### src/rtl/xbs_pkg.sv
package xbs_pkg;
  // True when state s falls inside the strobe window [start, start+len)
  function automatic logic in_window(int unsigned s, int unsigned start, int unsigned len);
    return (s >= start) && (s < start + len);
  endfunction

  // Code fetch leaves the chip when EA is low or PC runs past internal space
  function automatic logic fetch_is_ext(logic ea, int unsigned pc, int unsigned last);
    return !ea || (pc > last);
  endfunction
endpackage

### src/rtl/xbs_fetch_sel.sv
module xbs_fetch_sel #(
  parameter int PC_W     = 16,
  parameter int INT_LAST = 16'h1FFF
) (
  input  logic            ea_i,
  input  logic [PC_W-1:0] pc_i,
  output logic            fetch_ext_o
);
  import xbs_pkg::*;
  always_comb fetch_ext_o = fetch_is_ext(ea_i, 32'(pc_i), INT_LAST);
endmodule

### src/rtl/xbs_silence_reg.sv
module xbs_silence_reg #(
  parameter logic [7:0] REG_ADDR = 8'h8E
) (
  input  logic       clk,
  input  logic       rst_n,
  input  logic       we_i,
  input  logic [7:0] addr_i,
  input  logic [7:0] wdata_i,
  output logic       silence_o
);
  logic hit;
  assign hit = we_i && (addr_i == REG_ADDR);

  always_ff @(posedge clk or negedge rst_n) begin
    if (!rst_n)   silence_o <= 1'b0;
    else if (hit) silence_o <= wdata_i[0];
  end

  // coming out of reset the bit is clear
  p_reset_clears_r11: assert property (@(posedge clk) disable iff (!rst_n)
    $rose(rst_n) |-> !silence_o);
  // foreign addresses do not touch the bit
  p_foreign_addr_r8: assert property (@(posedge clk) disable iff (!rst_n)
    (we_i && addr_i != REG_ADDR) |=> $stable(silence_o));
endmodule

### src/rtl/xbs_pattern.sv
module xbs_pattern #(
  parameter int STATES   = 12,
  parameter int STROBE   = 2,
  parameter int ALE_OFS  = 0,
  parameter int PSEN_OFS = 3,
  parameter int STATE_W  = $clog2(STATES)
) (
  input  logic               clk,
  input  logic               rst_n,
  input  logic [STATE_W-1:0] state_i,
  input  logic               data_cyc_i,
  input  logic               fetch_ext_i,
  input  logic               silence_i,
  output logic               ale_o,
  output logic               ale_weak_o,
  output logic               psen_n_o
);
  import xbs_pkg::*;
  localparam int HALF = STATES / 2;

  int unsigned st;
  logic ale_first, ale_second, ps_first, ps_second;
  logic hold_high, ale_next, psen_n_next;

  always_comb begin
    st          = 32'(state_i);
    ale_first   = in_window(st, ALE_OFS, STROBE);
    ale_second  = in_window(st, HALF + ALE_OFS, STROBE) && !data_cyc_i;
    ps_first    = in_window(st, PSEN_OFS, STROBE);
    ps_second   = in_window(st, HALF + PSEN_OFS, STROBE);
    hold_high   = silence_i && !fetch_ext_i;
    ale_next    = hold_high ? 1'b1 : (ale_first || ale_second);
    psen_n_next = !(fetch_ext_i && !data_cyc_i && (ps_first || ps_second));
  end

  always_ff @(posedge clk or negedge rst_n) begin
    if (!rst_n) begin
      ale_o      <= 1'b0;
      ale_weak_o <= 1'b0;
      psen_n_o   <= 1'b1;
    end else begin
      ale_o      <= ale_next;
      ale_weak_o <= hold_high;
      psen_n_o   <= psen_n_next;
    end
  end

  // internal fetch never strobes program memory
  p_psen_internal_r4: assert property (@(posedge clk) disable iff (!rst_n)
    !$past(fetch_ext_i) |-> psen_n_o);
  // data cycles carry no program strobe
  p_psen_data_r6: assert property (@(posedge clk) disable iff (!rst_n)
    $past(data_cyc_i) |-> psen_n_o);
  // silenced strobe sits weakly high on internal execution
  p_ale_silent_r9: assert property (@(posedge clk) disable iff (!rst_n)
    $past(silence_i && !fetch_ext_i) |-> (ale_o && ale_weak_o));
  // external execution always drives the strobe
  p_ale_override_r10: assert property (@(posedge clk) disable iff (!rst_n)
    $past(fetch_ext_i) |-> !ale_weak_o);
  // driven latch strobe and program strobe never overlap
  p_no_overlap_r12: assert property (@(posedge clk) disable iff (!rst_n)
    !(ale_o && !ale_weak_o && !psen_n_o));
endmodule

### src/rtl/xbus_strobe_gen.sv
module xbus_strobe_gen #(
  parameter int         STATES   = 12,
  parameter int         STROBE   = 2,
  parameter int         PSEN_OFS = 3,
  parameter int         PC_W     = 16,
  parameter int         INT_LAST = 16'h1FFF,
  parameter logic [7:0] REG_ADDR = 8'h8E,
  localparam int        STATE_W  = $clog2(STATES)
) (
  input  logic               clk,
  input  logic               rst_n,
  input  logic [STATE_W-1:0] state_i,
  input  logic               data_cyc_i,
  input  logic               ea_i,
  input  logic [PC_W-1:0]    pc_i,
  input  logic               reg_we_i,
  input  logic [7:0]         reg_addr_i,
  input  logic [7:0]         reg_wdata_i,
  output logic               ale_o,
  output logic               ale_weak_o,
  output logic               psen_n_o
);
  logic fetch_ext;
  logic silence;

  xbs_fetch_sel #(.PC_W(PC_W), .INT_LAST(INT_LAST)) u_fetch (
    .ea_i(ea_i), .pc_i(pc_i), .fetch_ext_o(fetch_ext));

  xbs_silence_reg #(.REG_ADDR(REG_ADDR)) u_reg (
    .clk(clk), .rst_n(rst_n), .we_i(reg_we_i), .addr_i(reg_addr_i),
    .wdata_i(reg_wdata_i), .silence_o(silence));

  xbs_pattern #(.STATES(STATES), .STROBE(STROBE), .ALE_OFS(0),
                .PSEN_OFS(PSEN_OFS), .STATE_W(STATE_W)) u_pat (
    .clk(clk), .rst_n(rst_n), .state_i(state_i), .data_cyc_i(data_cyc_i),
    .fetch_ext_i(fetch_ext), .silence_i(silence),
    .ale_o(ale_o), .ale_weak_o(ale_weak_o), .psen_n_o(psen_n_o));

  // EA low always means an external fetch, so the program strobe runs
  p_ea_low_ext_r7: assert property (@(posedge clk) disable iff (!rst_n)
    ($past(!ea_i && !data_cyc_i) && $past(32'(state_i)) == PSEN_OFS) |-> !psen_n_o);
endmodule

### config.mk
export PLATFORM = sky130hd
export DESIGN_NAME = xbus_strobe_gen
export DESIGN_NICKNAME = d
export VERILOG_FILES = /design/src/rtl/xbs_pkg.sv /design/src/rtl/xbs_fetch_sel.sv /design/src/rtl/xbs_silence_reg.sv /design/src/rtl/xbs_pattern.sv /design/src/rtl/xbus_strobe_gen.sv
export SDC_FILE = /design/constraint.sdc
export NUM_CORES = 1
export LEC_CHECK = 0
export BUFFER_PORTS_ARGS = -buffer_cell sky130_fd_sc_hd__buf_2
export CAP_MARGIN = 10
export CORE_AREA = 4 4 41 43
export CTS_CLUSTER_SIZE = 24
export DETAILED_ROUTE_END_ITERATION = 8
export DIE_AREA = 0 0 45 47
export PLACE_DENSITY_LB_ADDON = 0.05
export SETUP_SLACK_MARGIN = 0.1
export SLEW_MARGIN = 20
export SYNTH_ARGS = -nofsm -noshare
export SYNTH_HDL_FRONTEND = slang
export SYNTH_SLANG_ARGS = --single-unit
export TNS_END_PERCENT = 10
### constraint.sdc
create_clock -name clk -period 2.12 [get_ports clk]
set_clock_uncertainty 0.15 [all_clocks]
set_input_delay 0.212 -clock clk [delete_from_list [all_inputs] [get_ports clk]]
set_output_delay 0.212 -clock clk [all_outputs]
set_load 0.02 [all_outputs]
==> results.tsv <==
stage	metric	value	unit
outcome	status	completed	
timing	fmax	683	MHz
placed_design	dp_hpwl	565	um
setup_path	r2r_start	u_reg.silence_o$_DFFE_PN0P_	
cells_and_area	final_cells	64	
global_route	grt_pass1_wl	1000	um
setup_path	r2r_end	u_pat.ale_o$_DFF_PN0_	
placed_design	gp_congestion	0.594	
global_route	antenna_found_initial	0	
power	leakagePower	0.201	nW
hold_path	hp-class	input pin to register	
timing	whs	52.5	ps
timing	fin_crit_sh	69.1	%
synthesis	ys_ff_latch	4	
setup_path	regToRegSetupSlack	1190	ps
setup_path	criticalPathCategory	input pin to register	
power	pwr-share-clk	46.6	%
cells_and_area	multi_input_area	120	um^2
synthesis	yosys.area.top_type	dfrtp_1	
floorplanning	ios	44	
route	drtPass1Iterations	1	
setup_path	worstPathArrival	1440	ps
route	route.detailed.drc	0	
route	vias_per_cell	3.92	
floorplanning	fp.dieH	47	um
setup_path	crit_start	reg_addr_i[5]	
placed_design	preCtsSetupSlack	402	ps
synthesis	avgSynthCellArea	10.5	um^2
timing	maxSlewHeadroom	72.5	%
route	first_iter_violations	0	
cells_and_area	antenna_cells	0	
setup_path	worst-path-stages	4	
flow_run	drv_cap	0	
cells_and_area	n_fill_cell	150	
timing	fin_crit	1460	ps
timing	tightest_slew	407	ps
cts	cts_made_buffers	3	
setup_path	critPathMaxStageDelay	530	ps
power	combPwrFrac	17.8	%
floorplanning	core_area	1300	um^2
power	pwr_density_cell	585	nW/um^2
floorplanning	row_count	13	
floorplanning	die_w	45	um
cells_and_area	nets	91	
setup_path	slowest_stage	or4b_1	
setup_path	endpoint	u_reg.silence_o$_DFFE_PN0P_	
synthesis	yosysWarningCount	0	
placed_design	portBuffers	23	
placed_design	place_inst	59	
cts	htreeDepth	1	
timing	worst_slack	656	ps
setup_path	worst_setup_path_end_kind	register	
cells_and_area	final_util	30.1	%
timing	hold_viol	0	
global_route	grt_max_degree	6	
setup_path	cp-start-kind	input pin	
synthesis	yosys.area.top_type_share	33.9	%
power	seq_power_share	35.7	%
power	netSwitchingPower	0.0546	mW
cts	clk_pin_slew	40	ps
synthesis	netlist_area	221	um^2
synthesis	synth_cells	21	
placed_design	place_area	355	um^2
timing	slew_violations	0	
global_route	globalRouteTotalUtil	6.98	%
route	wl	647	um
timing	fin_tns_setup	0	ps
cells_and_area	final_area	392	um^2
cells_and_area	ff_latch_area	101	um^2
cts	cts_tree	built	
floorplanning	start_util	17.0	%
cts	cts_setup_buffers	0	
cells_and_area	drive_above_1_share	59.2	%
synthesis	synthTopCellsByArea	dfrtp_1 (34%), dfstp_2 (12%), nor4_2 (5.6%)	
power	p_int	0.175	mW
synthesis	seq_area_frac_synth	45.8	%
cells_and_area	area_growth	76.8	%
route	wl_per_cell	10.1	um
power	vdd.ir_drop.worst	0.000208	V
global_route	grt_pass1_vias	266	
global_route	globalRoute.totalOverflow	0	
synthesis	ys_types	16	
timing	setup_violations	0	
floorplanning	dieArea	2120	um^2
setup_path	path_buf_inv	1	
synthesis	syn_nets	62	
power	power.total	0.229	mW
timing	rsz0062_at_grt	no	
setup_path	path_delay_family	simple AND/OR/NAND/NOR gates	
cts	cts_root_buf	clkbuf_4	
route	ant_nets	0	
setup_path	crit_chain	buf_2, or4b_1, nor4_2, mux2_2	
cts	clk_latency	240	ps
cts	cts_resized	0	
setup_path	ff2ff_path_depth	2	
setup_path	path_max_fanout	1	
power	sw_frac_of_total	23.8	%
cts	cts_max_path_buffers	2	
cts	clock-sinks	4	
setup_path	cp.required	2090	ps
route	vias	251	
flip-flops by register name, indices dropped and copies added, names as in the netlist:
register,flops
u_reg.silence_o,1
u_pat.ale_weak_o,1
u_pat.ale_o,1
u_pat.psen_n_o,1
Yosys cell counts, drive strengths merged:
| master | number |
|---|---|
| nor2b | 1 |
| o31ai | 1 |
| mux2i | 1 |
| nor4 | 1 |
| nor2 | 2 |
| mux2 | 1 |
| xnor2 | 1 |
| a21oi | 1 |
| o211ai | 1 |
| and2 | 1 |
| dfrtp | 3 |
| or4b | 1 |
| nor4b | 1 |
| nand2 | 3 |
| o21bai | 1 |
| dfstp | 1 |
cells by family after synthesis:
| family | count (synthesis) | share of synthesized area (%) |
|---|---|---|
| simple gates | 10 | 28.3 |
| compound gates | 4 | 12.4 |
| flops | 4 | 45.8 |
| mux | 2 | 9.60 |
| xor+xnor | 1 | 3.96 |
power by group through the flow:
stage / registers, mW / logic (mW) / clock network, mW
global route: 0.0823 / 0.0461 / 0.116
floorplan: 0.0860 / 0.0113 / 0
CTS: 0.0819 / 0.0414 / 0.113
global placement: 0.0827 / 0.0384 / 0
detailed placement: 0.0829 / 0.0398 / 0
finish: 0.0818 / 0.0407 / 0.107
metal layers:
layer  vias to the layer above  global-route usage (%)  wire length (um)
li1                        132                       -                 -
met1                       102                    8.05               244
met2                        15                    9.89               316
met3                         2                    3.45                68
met4                         0                    5.26                19
met5                         -                       0                 0
worst min-delay path by stage:
stage / to / startpoint / cells after the start / slack, ps
final: u_reg.silence_o$_DFFE_PN0P_ / reg_wdata_i[0] / 2 / 50
after global routing: u_reg.silence_o$_DFFE_PN0P_ / reg_wdata_i[0] / 2 / 50
after CTS: u_pat.ale_o$_DFF_PN0_ / state_i[3] / 2 / 40
after detailed placement: u_pat.ale_o$_DFF_PN0_ / rst_n / 1 / -130
after global placement: u_pat.ale_weak_o$_DFF_PN0_ / rst_n / 1 / -130
after floorplan: u_pat.ale_o$_DFF_PN0_ / rst_n / 0 / -230
timing repair:
| item | in CTS | in global routing |
|---|---|---|
| hold buffers | 1 | 0 |
| endpoints found under the hold margin | 4 | 0 |
| endpoints found under the setup margin | 0 | 0 |
cell usage in the layout, fill, tap and decap left out:
cell	synthesis	layout
o211ai_1	1	1
a21oi_1	1	1
o31ai_1	1	1
nor2b_1	1	1
o21bai_1	1	1
mux2_2	1	1
clkbuf_4	0	3
nor4_2	1	1
or4b_1	1	1
buf_2	0	23
nor2_1	2	2
mux2i_1	1	1
nor4b_1	1	1
xnor2_1	1	1
dfrtp_1	3	3
nand2_1	3	3
clkbuf_1	0	1
and2_1	1	1
dlygate4sd3_1	0	1
dfstp_2	1	1
final cells by class:
cell class | count | share of cell area [%]
timing repair buffer | 24 | 31.9
tap | 15 | 4.79
sequential | 4 | 25.9
clock buffer | 4 | 6.71
multi-input combinational | 17 | 30.7
(Power assumes the default switching activity.)
